--- src/rtl/spi_cmd_pkg.sv ---
`timescale 1ns/1ps
package spi_cmd_pkg;
  localparam int CMD_W  = 8;
  localparam int DATA_W = 8;

  localparam logic [CMD_W-1:0] CMD_MEAS = 8'h00;
  localparam logic [CMD_W-1:0] CMD_TEMP = 8'h08;
  localparam logic [CMD_W-1:0] CMD_STX  = 8'h0E;
  localparam logic [CMD_W-1:0] CMD_STY  = 8'h0F;
  localparam logic [CMD_W-1:0] CMD_RDX  = 8'h10;
  localparam logic [CMD_W-1:0] CMD_RDY  = 8'h11;

  typedef enum logic [3:0] {
    K_NONE, K_MEAS, K_STX, K_STY, K_RDX, K_RDY, K_TEMP, K_LOCK, K_TEST, K_BAD
  } cmd_kind_t;

  typedef enum logic [1:0] {
    S_IDLE, S_CMD, S_DATA, S_MUTE
  } xfer_state_t;
endpackage

--- src/rtl/spi_sync.sv ---
`timescale 1ns/1ps
module spi_sync #(
  parameter int           W       = 1,
  parameter int           STAGES  = 2,
  parameter logic [W-1:0] RST_VAL = '0
) (
  input  logic         clk,
  input  logic         rst,
  input  logic [W-1:0] din,
  output logic [W-1:0] dout
);
  for (genvar g = 0; g < W; g++) begin : g_bit
    logic [STAGES-1:0] pipe_q;
    always_ff @(posedge clk) begin
      if (rst) pipe_q <= {STAGES{RST_VAL[g]}};
      else     pipe_q <= {pipe_q[STAGES-2:0], din[g]};
    end
    assign dout[g] = pipe_q[STAGES-1];
  end
endmodule

--- src/rtl/spi_edge.sv ---
`timescale 1ns/1ps
module spi_edge #(
  parameter int           W       = 2,
  parameter logic [W-1:0] RST_VAL = '0
) (
  input  logic         clk,
  input  logic         rst,
  input  logic [W-1:0] lvl,
  output logic [W-1:0] rise,
  output logic [W-1:0] fall
);
  logic [W-1:0] prev_q;
  always_ff @(posedge clk) begin
    if (rst) prev_q <= RST_VAL;
    else     prev_q <= lvl;
  end
  assign rise = lvl & ~prev_q;
  assign fall = ~lvl & prev_q;
endmodule

--- src/rtl/spi_rx_shift.sv ---
`timescale 1ns/1ps
module spi_rx_shift #(
  parameter int BYTE_W = 8,
  parameter int CNT_W  = 5
) (
  input  logic              clk,
  input  logic              rst,
  input  logic              clear,
  input  logic              step,
  input  logic              din,
  output logic              byte_stb,
  output logic [BYTE_W-1:0] byte_val,
  output logic [CNT_W-1:0]  byte_idx
);
  localparam logic [CNT_W-1:0] CNT_MAX = '1;
  localparam logic [CNT_W-1:0] BW      = CNT_W'(BYTE_W);
  localparam logic [CNT_W-1:0] LAST    = CNT_W'(BYTE_W - 1);

  logic [CNT_W-1:0]  cnt_q;
  logic [BYTE_W-1:0] sh_q;
  logic [BYTE_W-1:0] sh_nxt;

  assign sh_nxt = {sh_q[BYTE_W-2:0], din};

  always_ff @(posedge clk) begin
    if (rst || clear) begin
      cnt_q    <= '0;
      sh_q     <= '0;
      byte_stb <= 1'b0;
      byte_val <= '0;
      byte_idx <= '0;
    end else begin
      byte_stb <= 1'b0;
      if (step && cnt_q != CNT_MAX) begin
        sh_q  <= sh_nxt;
        cnt_q <= cnt_q + 1'b1;
        if ((cnt_q % BW) == LAST) begin
          byte_stb <= 1'b1;
          byte_val <= sh_nxt;
          byte_idx <= cnt_q / BW;
        end
      end
    end
  end

  AST_CLR_ZERO: assert property (@(posedge clk) disable iff (rst)
    clear |=> (cnt_q == '0 && !byte_stb));
endmodule

--- src/rtl/spi_cmd_decode.sv ---
`timescale 1ns/1ps
module spi_cmd_decode import spi_cmd_pkg::*; #(
  parameter logic [CMD_W-1:0] LOCK_CMD = 8'h20,
  parameter logic [CMD_W-1:0] LOCK_KEY = 8'hC3
) (
  input  logic [CMD_W-1:0] code,
  input  logic [CMD_W-1:0] lock_val,
  output cmd_kind_t        kind
);
  always_comb begin
    case (code)
      CMD_MEAS: kind = K_MEAS;
      CMD_TEMP: kind = K_TEMP;
      CMD_STX:  kind = K_STX;
      CMD_STY:  kind = K_STY;
      CMD_RDX:  kind = K_RDX;
      CMD_RDY:  kind = K_RDY;
      default: begin
        if (code == LOCK_CMD)          kind = K_LOCK;
        else if (lock_val == LOCK_KEY) kind = K_TEST;
        else                           kind = K_BAD;
      end
    endcase
  end
endmodule

--- src/rtl/spi_tx_shift.sv ---
`timescale 1ns/1ps
module spi_tx_shift #(
  parameter int W     = 11,
  parameter int LEN_W = 4
) (
  input  logic             clk,
  input  logic             rst,
  input  logic             clear,
  input  logic             load,
  input  logic [W-1:0]     load_word,
  input  logic [LEN_W-1:0] load_len,
  input  logic             shift,
  output logic             miso,
  output logic             oe
);
  logic [W-1:0]     sh_q;
  logic [LEN_W-1:0] left_q;
  logic             armed_q;

  always_ff @(posedge clk) begin
    if (rst || clear) begin
      sh_q    <= '0;
      left_q  <= '0;
      armed_q <= 1'b0;
      miso    <= 1'b0;
      oe      <= 1'b0;
    end else if (load) begin
      sh_q    <= load_word;
      left_q  <= load_len;
      armed_q <= 1'b1;
    end else if (shift && armed_q) begin
      oe <= 1'b1;
      if (left_q != '0) begin
        miso   <= sh_q[W-1];
        sh_q   <= {sh_q[W-2:0], 1'b0};
        left_q <= left_q - 1'b1;
      end else begin
        miso <= 1'b0;
      end
    end
  end

  AST_TAIL_LOW: assert property (@(posedge clk) disable iff (rst)
    (shift && armed_q && !load && !clear && left_q == '0) |=> (oe && !miso));
  AST_OE_ON_FALL: assert property (@(posedge clk) disable iff (rst)
    $rose(oe) |-> $past(shift));
endmodule

--- src/rtl/spi_cmd_slave.sv ---
`timescale 1ns/1ps
module spi_cmd_slave import spi_cmd_pkg::*; #(
  parameter int               ACC_W       = 11,
  parameter int               SYNC_STAGES = 2,
  parameter int               BIT_CNT_W   = 5,
  parameter logic [CMD_W-1:0] LOCK_CMD    = 8'h20,
  parameter logic [CMD_W-1:0] LOCK_KEY    = 8'hC3
) (
  input  logic              clk,
  input  logic              rst,
  input  logic              spi_sck,
  input  logic              spi_csn,
  input  logic              spi_mosi,
  output logic              spi_miso,
  output logic              spi_miso_oe,
  input  logic [ACC_W-1:0]  acc_x_in,
  input  logic [ACC_W-1:0]  acc_y_in,
  input  logic [DATA_W-1:0] temp_in,
  output logic              meas_stb,
  output logic              selftest_x_stb,
  output logic              selftest_y_stb,
  output logic              temp_wr_stb,
  output logic [DATA_W-1:0] temp_wr_data,
  output logic              test_cmd_stb,
  output logic [CMD_W-1:0]  test_cmd_code
);
  localparam int LEN_W = $clog2(ACC_W + 1);
  localparam logic [BIT_CNT_W-1:0] IDX_FIRST_DATA = BIT_CNT_W'(1);

  logic [2:0] pins_s;
  logic [1:0] edge_r, edge_f;
  logic       sck_rise, sck_fall, cs_fall, cs_rise, mosi_s;

  spi_sync #(.W(3), .STAGES(SYNC_STAGES), .RST_VAL(3'b010)) u_sync (
    .clk(clk), .rst(rst), .din({spi_mosi, spi_csn, spi_sck}), .dout(pins_s));

  spi_edge #(.W(2), .RST_VAL(2'b10)) u_edge (
    .clk(clk), .rst(rst), .lvl(pins_s[1:0]), .rise(edge_r), .fall(edge_f));

  assign sck_rise = edge_r[0];
  assign sck_fall = edge_f[0];
  assign cs_rise  = edge_r[1];
  assign cs_fall  = edge_f[1];
  assign mosi_s   = pins_s[2];

  xfer_state_t          state_q;
  cmd_kind_t            kind_q, dec_kind;
  logic [CMD_W-1:0]     lock_q;
  logic [ACC_W-1:0]     snap_x, snap_y;
  logic [DATA_W-1:0]    snap_t;

  logic                 rx_stb;
  logic [CMD_W-1:0]     rx_byte;
  logic [BIT_CNT_W-1:0] rx_idx;
  logic                 rx_step, frame_clr;

  assign frame_clr = cs_rise | cs_fall;
  assign rx_step   = sck_rise && (state_q == S_CMD || state_q == S_DATA);

  spi_rx_shift #(.BYTE_W(CMD_W), .CNT_W(BIT_CNT_W)) u_rx (
    .clk(clk), .rst(rst), .clear(frame_clr), .step(rx_step), .din(mosi_s),
    .byte_stb(rx_stb), .byte_val(rx_byte), .byte_idx(rx_idx));

  spi_cmd_decode #(.LOCK_CMD(LOCK_CMD), .LOCK_KEY(LOCK_KEY)) u_dec (
    .code(rx_byte), .lock_val(lock_q), .kind(dec_kind));

  logic             tx_load;
  logic [ACC_W-1:0] tx_word;
  logic [LEN_W-1:0] tx_len;
  logic             cmd_done;

  assign cmd_done = rx_stb && state_q == S_CMD && !frame_clr;

  always_comb begin
    tx_load = 1'b0;
    tx_word = '0;
    tx_len  = '0;
    if (cmd_done) begin
      case (dec_kind)
        K_RDX: begin
          tx_load = 1'b1;
          tx_word = snap_x;
          tx_len  = LEN_W'(ACC_W);
        end
        K_RDY: begin
          tx_load = 1'b1;
          tx_word = snap_y;
          tx_len  = LEN_W'(ACC_W);
        end
        K_TEMP: begin
          tx_load = 1'b1;
          tx_word = ACC_W'(snap_t) << (ACC_W - DATA_W);
          tx_len  = LEN_W'(DATA_W);
        end
        default: tx_load = 1'b0;
      endcase
    end
  end

  spi_tx_shift #(.W(ACC_W), .LEN_W(LEN_W)) u_tx (
    .clk(clk), .rst(rst), .clear(frame_clr), .load(tx_load),
    .load_word(tx_word), .load_len(tx_len), .shift(sck_fall),
    .miso(spi_miso), .oe(spi_miso_oe));

  always_ff @(posedge clk) begin
    if (rst) begin
      state_q        <= S_IDLE;
      kind_q         <= K_NONE;
      lock_q         <= '0;
      snap_x         <= '0;
      snap_y         <= '0;
      snap_t         <= '0;
      meas_stb       <= 1'b0;
      selftest_x_stb <= 1'b0;
      selftest_y_stb <= 1'b0;
      temp_wr_stb    <= 1'b0;
      temp_wr_data   <= '0;
      test_cmd_stb   <= 1'b0;
      test_cmd_code  <= '0;
    end else begin
      meas_stb       <= 1'b0;
      selftest_x_stb <= 1'b0;
      selftest_y_stb <= 1'b0;
      temp_wr_stb    <= 1'b0;
      test_cmd_stb   <= 1'b0;
      if (cs_rise) begin
        state_q <= S_IDLE;
        kind_q  <= K_NONE;
      end else if (cs_fall) begin
        state_q <= S_CMD;
        kind_q  <= K_NONE;
        snap_x  <= acc_x_in;
        snap_y  <= acc_y_in;
        snap_t  <= temp_in;
      end else if (rx_stb) begin
        if (state_q == S_CMD) begin
          kind_q <= dec_kind;
          case (dec_kind)
            K_MEAS: begin
              meas_stb <= 1'b1;
              state_q  <= S_MUTE;
            end
            K_STX: begin
              selftest_x_stb <= 1'b1;
              state_q        <= S_MUTE;
            end
            K_STY: begin
              selftest_y_stb <= 1'b1;
              state_q        <= S_MUTE;
            end
            K_RDX, K_RDY, K_TEMP, K_LOCK: state_q <= S_DATA;
            K_TEST: begin
              test_cmd_stb  <= 1'b1;
              test_cmd_code <= rx_byte;
              state_q       <= S_MUTE;
            end
            default: state_q <= S_MUTE;
          endcase
        end else if (state_q == S_DATA && rx_idx == IDX_FIRST_DATA) begin
          if (kind_q == K_TEMP) begin
            temp_wr_stb  <= 1'b1;
            temp_wr_data <= rx_byte;
          end else if (kind_q == K_LOCK) begin
            lock_q <= rx_byte;
          end
        end
      end
    end
  end

  AST_DESELECT_HIZ: assert property (@(posedge clk) disable iff (rst)
    cs_rise |=> !spi_miso_oe);
  AST_CMD_HIZ: assert property (@(posedge clk) disable iff (rst)
    (state_q == S_CMD) |-> !spi_miso_oe);
  AST_MUTE_HIZ: assert property (@(posedge clk) disable iff (rst)
    (state_q == S_MUTE) |-> !spi_miso_oe);
  AST_ONE_STROBE: assert property (@(posedge clk) disable iff (rst)
    $onehot0({meas_stb, selftest_x_stb, selftest_y_stb, temp_wr_stb, test_cmd_stb}));
  AST_WR_IN_DATA: assert property (@(posedge clk) disable iff (rst)
    temp_wr_stb |-> $past(state_q == S_DATA));
  AST_TEST_UNLOCKED: assert property (@(posedge clk) disable iff (rst)
    test_cmd_stb |-> (lock_q == LOCK_KEY));
endmodule

--- config.mk ---
export PLATFORM = sky130hd
export DESIGN_NAME = spi_cmd_slave
export DESIGN_NICKNAME = d
export VERILOG_FILES = /design/src/rtl/spi_cmd_pkg.sv /design/src/rtl/spi_sync.sv /design/src/rtl/spi_edge.sv /design/src/rtl/spi_rx_shift.sv /design/src/rtl/spi_cmd_decode.sv /design/src/rtl/spi_tx_shift.sv /design/src/rtl/spi_cmd_slave.sv
export SDC_FILE = /design/constraint.sdc
export NUM_CORES = 1
export LEC_CHECK = 0
export BUFFER_PORTS_ARGS = -buffer_cell sky130_fd_sc_hd__buf_4
export CAP_MARGIN = 5
export CELL_PAD_IN_SITES_DETAIL_PLACEMENT = 0
export CELL_PAD_IN_SITES_GLOBAL_PLACEMENT = 1
export CORE_MARGIN = 10
export CORE_UTILIZATION = 44
export CTS_CLUSTER_SIZE = 24
export DETAILED_ROUTE_END_ITERATION = 10
export PLACE_DENSITY = 0.81
export REMOVE_ABC_BUFFERS = 1
export SLEW_MARGIN = 40
export SYNTH_ARGS = -nofsm -noshare
export SYNTH_HDL_FRONTEND = slang
export SYNTH_SLANG_ARGS = --single-unit
--- constraint.sdc ---
create_clock -name clk -period 3.1 [get_ports clk]
set_input_delay 0.155 -clock clk [delete_from_list [all_inputs] [get_ports clk]]
set_output_delay 0.155 -clock clk [all_outputs]
set_load 0.01 [all_outputs]
==> impl_metrics.yaml, run 1 <==
synth:
  yosysUniqueCellTypes: 58
  ys_top_cells_by_area: "dfxtp_1, mux2i_1, nor2_1, nand2_1, a21oi_1"
  synth_edf_count: 0
  avgSynthCellArea_um2: 9.08
  yosys_most_used_dff: "dfxtp_1"
  syn_area_mm2: 0.00481
  async_flop_share: 0
  yosys.area.top_type: "dfxtp_1"
  synth_seq_area_share: 0.475
  yosys_warnings: 0
  synth_top_area_share: 0.475
  ys_ff_latch: 114
  netlist_instances: 529
status:
  outcome: "finished clean"
timing:
  drv_slew: 0
  finalClockSkew_ns: 0.00993
  min_period_over_period: 0.892
  setup_violations: 0
  fmax_mhz: 362
  fin_ws_ns: 0.335
  finalHoldViolCount: 0
  slew_headroom: 0.550
  rsz0062_at_grt: "false"
  tightest_slew_ns: 0.675
  fin_crit_ns: 2.77
  finalSetupTns_ns: 0
finish:
  layout_commonest_cell: "dfxtp_1"
  final_cell_mix: "dfxtp_1, nor2_1, buf_4, mux2i_1, nand2_1"
  drive_gt1_frac: 0.180
  n_antenna_cell: 0
  fin_nets: 653
  fillers: 977
  final_util: 0.577
  area_growth_pct: 28.9
critical_path:
  critPathKind: "reg -> reg"
  r2r_start: "u_rx.byte_val[3]$_SDFFE_PP0P_"
  crit_path_start_kind: "flip-flop"
  setup.worst_path.start: "u_rx.byte_val[3]$_SDFFE_PP0P_"
  r2r_setup_slack_ns: 0.33
  critPathCaptureType: "flip-flop"
  cp.arrival_ns: 3.20
  worstPathMaxFanout: 18
  required_ns: 3.54
clocking:
  clockRootBuffer: "clkbuf_8"
  clock_path_buffers: 2
  clkSinkCount: 114
  cts_resized: 0
  post-cts-setup-buffers: 0
  ctsHoldBuffers: 33
  cts_tree: "done"
  cts_htree_levels: 4
  clk_latency_ns: 0.52
  numCtsBuffers: 17
  clk_pin_slew_ns: 0.06
worst_hold_path:
  hold_path_startpoint: "rst"
  hp-class: "in -> reg"
placed_design:
  dpl.hpwl_um: 7900
  gp_congestion: 0.838
  io_buffers: 57
  place_ws_ns: 0.401
detailed_routing:
  drtIter0Drc: 298
  drtPass1Iterations: 5
  routed_via_density: 5.18
  drtAntennaViolNets: 0
  drc: 0
  vias: 3950
  routed_wl_um: 11600
  detail_route.wl_per_cell_um: 15.2
pwr:
  power_density_mw_per_mm2: 551
  p_leak_uw: 0.00250
  p_total_uw: 3410
  ir_worst_vdd_mv: 0.312
floorplan:
  die_h_um: 125
  dieArea_mm2: 0.0155
  die_w_um: 125
  coreArea_mm2: 0.0107
  initial_core_util: 0.447
  io_pins: 58
  row_count: 38
global_routing:
  grt_pass1_vias: 3855
  grt_antenna_before_repair: 0
  grt_max_degree: 67
  grt_overflow: 0
  grt_pass1_wl_um: 19600
  grt.total_usage: 0.150
job:
  max_cap_viol_count: 0
cell families (layout without fill, tap and decap cells):
| kind of cell | count (synthesis) | after routing | share of synthesized area |
|---|---|---|---|
| AND/OR/NAND/NOR | 194 | 194 | 0.192 |
| flip-flops | 114 | 114 | 0.475 |
| AO/OA/AOI/OAI | 96 | 96 | 0.130 |
| multiplexers | 60 | 60 | 0.125 |
| buffers and inverters | 50 | 143 | 0.0443 |
| adder cells (fa/ha/maj) | 9 | 9 | 0.0234 |
| XOR/XNOR | 6 | 6 | 0.0109 |
through the flow:
step           instances  area, µm²  hold WS (ns)
6_report             762       6200         0.158
5_1_grt              762       6200         0.166
4_1_cts              762       6190         0.134
3_5_place_dp         697       5310         0.342
3_3_place_gp         697       5310         0.343
2_1_floorplan        492       4640         0.227
worst paths after layout:
kind	end	depth (start not counted)
worst max-delay path	u_tx.sh_q[5]$_SDFFE_PP0P_	5
worst min-delay path	snap_x[6]$_SDFFE_PP0P_	2
worst max register to register	u_tx.sh_q[5]$_SDFFE_PP0P_	5
worst min register to register	u_sync.g_bit[1].pipe_q[1]$_SDFF_PP1_	1
Yosys cell counts (all sizes together), types with 2 or more instances:
| library cell | instances |
|---|---|
| o21a | 3 |
| or4 | 9 |
| o211ai | 4 |
| o21ai | 16 |
| nor3 | 9 |
| o2111ai | 3 |
| inv | 13 |
| nand2b | 4 |
| a31oi | 8 |
| a32oi | 5 |
| nor2 | 72 |
| nand2 | 60 |
| o22ai | 5 |
| ha | 9 |
| a211oi | 8 |
| nor2b | 6 |
| nor4 | 3 |
| or3b | 2 |
| nand4 | 2 |
| or2 | 5 |
| buf | 12 |
| or3 | 3 |
| nand4b | 2 |
| dfxtp | 114 |
| clkbuf | 25 |
| a21oi | 32 |
| and2 | 2 |
| nor4b | 2 |
| xor2 | 5 |
| mux2i | 60 |
| and3 | 3 |
| nand3 | 4 |
sequential cells by signal (all words and copies together), names as in the netlist, 4 cells and up:
register	cells
u_rx.sh_q	7
lock_q	8
snap_t	8
snap_x	11
temp_wr_data	8
snap_y	11
test_cmd_code	8
kind_q	4
u_tx.left_q	4
u_sync.g_bit.pipe_q	6
u_tx.sh_q	11
u_rx.byte_val	8
u_rx.cnt_q	5
power by group:
| part | internal (µW) | total [µW] | switching [µW] |
|---|---|---|---|
| combinational | 82.2 | 146 | 64.0 |
| sequential | 1480 | 1490 | 9.52 |
| clock | 1060 | 1780 | 712 |
| total | 2630 | 3410 | 785 |
critical path, stage by stage, from the launching register on:
cell     delay (ns)
dfxtp_1        0.72
xor2_1         0.34
a22o_1         0.27
nand4_1        0.48
or4_1          0.67
a31oi_1        0.20
cell type report:
class	count	area, µm²	share of cell area
flip-flops and latches	114	2280	0.369
repair buffers	98	818	0.132
inverters	13	48.8	0.00788
clock buffers	17	414	0.0668
well taps	140	175	0.0283
clock inverters	15	136	0.0220
multi-input cells	365	2320	0.374
routing by layer:
| layer | vias up | part of all wire | track usage |
|---|---|---|---|
| met4 | 0 | 0.011 | 0.0583 |
| met2 | 67 | 0.47 | 0.234 |
| li1 | 2020 | - | - |
| met3 | 11 | 0.036 | 0.0379 |
| met1 | 1852 | 0.48 | 0.194 |
| met5 | - | 0 | 0 |
Note: power is estimated with default switching activity, not from simulation.
==> run 2: changes to the inputs <==
PLACE_DENSITY = 0.83   (was 0.81)
==> run 2 against run 1 <==
  * Die area is the same
  * Register-to-register slack gained 0.23 ns
  * Worst hold slack lost 0.0017 ns
  * Non-clock buffer count shrank 2
  * Total power grew 1.9%
==> impl_metrics.yaml, run 2 (synthesis gave the netlist of run 1 again) <==
timing:
  fmax_mhz: 394
  drv_slew: 0
  setup_violations: 0
  min_period_over_period: 0.818
  slew_headroom: 0.547
  hold_ws_ns: 0.156
  fin_ws_ns: 0.565
  finalHoldViolCount: 0
  rsz0062_at_grt: "false"
  finalClockSkew_ns: 0.00684
  finalSetupTns_ns: 0
  tightest_slew_ns: 0.679
  fin_crit_ns: 2.54
critical_path:
  cp.arrival_ns: 2.97
  crit_path_start_kind: "flip-flop"
  worstPathMaxFanout: 17
  critPathKind: "reg -> reg"
  required_ns: 3.53
  critPathCaptureType: "flip-flop"
placed_design:
  io_buffers: 57
  place_ws_ns: 0.631
  gp_congestion: 0.784
  dpl.hpwl_um: 7860
pwr:
  swShare: 0.211
  p_clk_frac: 0.528
  p_leak_uw: 0.00252
  power_density_mw_per_mm2: 561
  seqPwrFrac: 0.430
  p_int_uw: 2750
  switching_power_uw: 733
  comb_power_share: 0.042
  p_total_uw: 3480
  ir_worst_vdd_mv: 0.295
finish:
  final_cell_mix: "dfxtp_1, nor2_1, buf_4, mux2i_1, nand2_1"
  area_growth_pct: 29.1
  fin_nets: 651
  largest_registers: "snap_x x11, snap_y x11, u_tx.sh_q x11"
  multiInputGateArea_mm2: 0.00233
  drive_gt1_frac: 0.174
  fillers: 965
  ff_latch_area_mm2: 0.00228
  n_antenna_cell: 0
  layout_commonest_cell: "dfxtp_1"
  final_util: 0.577
detailed_routing:
  drtAntennaViolNets: 0
  drtPass1Iterations: 5
  routed_via_density: 5.27
  drtIter0Drc: 309
  vias: 4002
  routed_wl_um: 11700
  detail_route.wl_per_cell_um: 15.4
  drc: 0
clocking:
  cts_tree: "done"
  clkSinkCount: 114
  post-cts-setup-buffers: 0
  cts_htree_levels: 4
  clockRootBuffer: "clkbuf_8"
  clk_pin_slew_ns: 0.06
  numCtsBuffers: 17
  clock_path_buffers: 2
  clk_latency_ns: 0.51
floorplan:
  row_count: 38
  die_w_um: 125
  coreArea_mm2: 0.0107
  initial_core_util: 0.447
  dieArea_mm2: 0.0155
  io_pins: 58
  die_h_um: 125
global_routing:
  use_met3: 0.0319
  grt-busiest-layer: "met2"
  grt_antenna_before_repair: 0
  grt_overflow: 0
  grt_max_degree: 67
  grt.total_usage: 0.150
  grt_pass1_vias: 3928
  use_met1: 0.189
  grt_use_met2: 0.242
  grt_pass1_wl_um: 19600
worst_hold_path:
  hp-class: "in -> reg"
job:
  max_cap_viol_count: 0
status:
  outcome: "finished clean"
-- run 2: through the flow --
step / std cells / cell area, µm²
finish: 760 / 6200
CTS: 760 / 6200
detailed placement: 695 / 5310
global route: 760 / 6200
global placement: 695 / 5300
floorplan: 492 / 4640
-- run 2: routing by layer --
layer  part of all wire  vias up
met3              0.039       15
li1                   -     2012
met4              0.014        0
met5                  0        -
met2               0.48       88
met1               0.47     1887
-- run 2: layout make-up --
class,count,area share
multi-input cells,365,0.376
well taps,140,0.0282
flip-flops and latches,114,0.368
clock inverters,10,0.0175
clock buffers,22,0.0730
repair buffers,96,0.129
inverters,13,0.00786
-- run 2: final timing paths --
check | cells after the start | end | startpoint | slack [ns]
hold reg to reg | 1 | u_sync.g_bit[1].pipe_q[1]$_SDFF_PP1_ | u_sync.g_bit[1].pipe_q[0]$_SDFF_PP1_ | 0.41
setup reg to reg | 5 | u_tx.sh_q[9]$_SDFFE_PP0P_ | u_rx.byte_val[3]$_SDFFE_PP0P_ | 0.56
hold / removal | 2 | snap_t[5]$_SDFFE_PP0P_ | rst | 0.16
setup / recovery | 5 | u_tx.sh_q[9]$_SDFFE_PP0P_ | u_rx.byte_val[3]$_SDFFE_PP0P_ | 0.56
-- run 2: repair_timing --
item / 4_1_cts / 5_1_grt
hold buffers: 33 / 0
endpoints found under the hold margin: 33 / 0
resized for setup: 0 / 0
-- run 2: worst max-delay path, stage by stage (launching register included) --
cell,delay [ns]
dfxtp_1,0.59
xor2_1,0.33
a22o_1,0.25
nand4_1,0.44
or4_1,0.65
a31oi_1,0.19
-- run 2: power by group through the flow --
stage	combinational [µW]	sequential, µW	clock (µW)
finish	147	1490	1840
floorplan	52.0	1520	0
CTS	147	1490	1860
global placement	110	1530	0
detailed placement	113	1530	0
global route	162	1500	1940
==> run 3: changes to the inputs <==
CORE_UTILIZATION = 40   (was 44)
PLACE_DENSITY = 0.8   (was 0.83)
clock period = 2.2 ns   (was 3.1 ns; I/O delays follow)
==> run 3 against run 2 <==
  * First-iteration DRC count decreased by 10%
  * Core utilization fell by 1.9 points
  * Combinational power up 46%
  * Sequential share of layout area is 1.6 points lower
  * Design area grew 4.5%
  * Fmax is 19% higher
  * Flip-flop and latch count did not move
  * Worst setup slack got worse by 0.50 ns
  * Critical path depth is 3 higher
  * Clock-buffer cell count shrank 1
  * Clock power rose by 49%
  * Sequential power is 42% higher
  * Critical endpoint is now u_tx.sh_q[2]$_SDFFE_PP0P_
==> impl_metrics.yaml, run 3 (synthesis gave the netlist of run 1 again) <==
timing:
  fmax_mhz: 469
  drv_slew: 0
  slew_headroom: 0.587
  finalClockSkew_ns: 0.00962
  tightest_slew_ns: 0.619
  min_period_over_period: 0.970
  finalHoldViolCount: 0
  hold_ws_ns: 0.0807
  fin_crit_ns: 2.13
  finalSetupTns_ns: 0
  setup_violations: 0
  rsz0062_at_grt: "true"
critical_path:
  required_ns: 2.53
  crit_path_start_kind: "flip-flop"
  worstPathMaxFanout: 17
  ff2ff_path_depth: 8
  critPathKind: "reg -> reg"
  cp.arrival_ns: 2.47
  critPathCaptureType: "flip-flop"
global_routing:
  grt_max_degree: 38
  grt_overflow: 0
  grt_pass1_vias: 4175
  grt.total_usage: 0.151
  grt_antenna_before_repair: 0
  grt_pass1_wl_um: 20400
pwr:
  p_leak_uw: 0.00268
  ir_worst_vdd_mv: 0.458
  p_clk_frac: 0.542
  comb_power_share: 0.042
  seqPwrFrac: 0.415
  swShare: 0.204
  switching_power_uw: 1030
  power_density_mw_per_mm2: 782
  p_int_uw: 4040
  p_total_uw: 5070
detailed_routing:
  detail_route.wl_per_cell_um: 15.6
  drtIter0Drc: 277
  drc: 0
  drtAntennaViolNets: 0
  vias: 4154
  routed_via_density: 5.24
  routed_wl_um: 12300
  drtPass1Iterations: 5
finish:
  n_antenna_cell: 0
  stdcell_area_mm2: 0.00648
  layout_commonest_cell: "dfxtp_1"
  fin_nets: 680
  drive_gt1_frac: 0.217
  area_growth_pct: 34.9
  final_cell_mix: "dfxtp_1, buf_4, nor2_1, mux2i_1, nand2_1"
  largest_registers: "snap_x x11, snap_y x11, u_tx.sh_q x11"
  final_util: 0.558
floorplan:
  row_count: 39
  initial_core_util: 0.414
  dieArea_mm2: 0.0168
  die_w_um: 130
  coreArea_mm2: 0.0116
  die_h_um: 130
  io_pins: 58
clocking:
  numCtsBuffers: 17
  clk_latency_ns: 0.41
  clkSinkCount: 114
  clockRootBuffer: "clkbuf_16"
  clk_pin_slew_ns: 0.05
  cts_htree_levels: 4
  clock_path_buffers: 2
  cts_tree: "done"
placed_design:
  dpl.hpwl_um: 8560
  io_buffers: 57
  dpl_cell_area_mm2: 0.00551
  gp_congestion: 0.884
worst_hold_path:
  min_path_cells: 2
  hp-class: "in -> reg"
status:
  outcome: "finished clean"
job:
  max_cap_viol_count: 0
-- run 3: repair_timing --
action,4_1_cts,5_1_grt
hold buffers,33,0
setup buffers,0,2
pin swaps,0,2
setup endpoints to repair,4,31
hold endpoints to repair,33,0
gates resized for setup,1,7
-- run 3: path summary, 6_finish.rpt --
| check | from | to | slack, ns |
|---|---|---|---|
| worst max-delay path | u_sync.g_bit[1].pipe_q[1]$_SDFF_PP1_ | u_tx.sh_q[2]$_SDFFE_PP0P_ | 0.07 |
| worst min-delay path | rst | temp_wr_data[2]$_SDFFE_PP0P_ | 0.08 |
| worst max register to register | u_sync.g_bit[1].pipe_q[1]$_SDFF_PP1_ | u_tx.sh_q[2]$_SDFFE_PP0P_ | 0.07 |
| worst min register to register | u_sync.g_bit[0].pipe_q[0]$_SDFF_PP0_ | u_sync.g_bit[0].pipe_q[1]$_SDFF_PP0_ | 0.44 |
-- run 3: worst max-delay path, cell delays in order, from the launching register on --
cell	delay [ns]
dfxtp_1	0.34
inv_1	0.06
ha_2	0.32
buf_4	0.12
and3_1	0.18
nand4_1	0.11
buf_4	0.20
or4_4	0.54
a31oi_4	0.19
-- run 3: layout make-up --
cell class	count	area [µm²]
clock buffers	21	460
clock inverters	11	135
fillers	1040	5130
inverters	13	48.8
multi-input cells	365	2360
flip-flops and latches	114	2280
well taps	143	179
repair buffers	125	1020
-- run 3: per-stage QoR --
stage               instances  setup slack (ns)
global placement          725           -0.0702
detailed placement        725           -0.0167
global route              792           -0.0402
finish                    792            0.0670
CTS                       790            0.0285
floorplan                 492            -0.706
-- run 3: power groups by stage --
stage | clock network [µW] | logic (µW) | registers, µW
global route | 2870 | 235 | 2110
floorplan | 0 | 73.3 | 2140
global placement | 0 | 162 | 2150
finish | 2750 | 214 | 2110
CTS | 2800 | 213 | 2110
detailed placement | 0 | 166 | 2150
-- run 3: routing by layer --
metal,routed length (µm),vias to the layer above,GRT usage,part of all wire
met5,0,-,0,0
met4,206,0,0.0575,0.017
met3,616,20,0.0392,0.050
met2,5840,124,0.240,0.47
met1,5660,1937,0.193,0.46
li1,-,2073,-,-
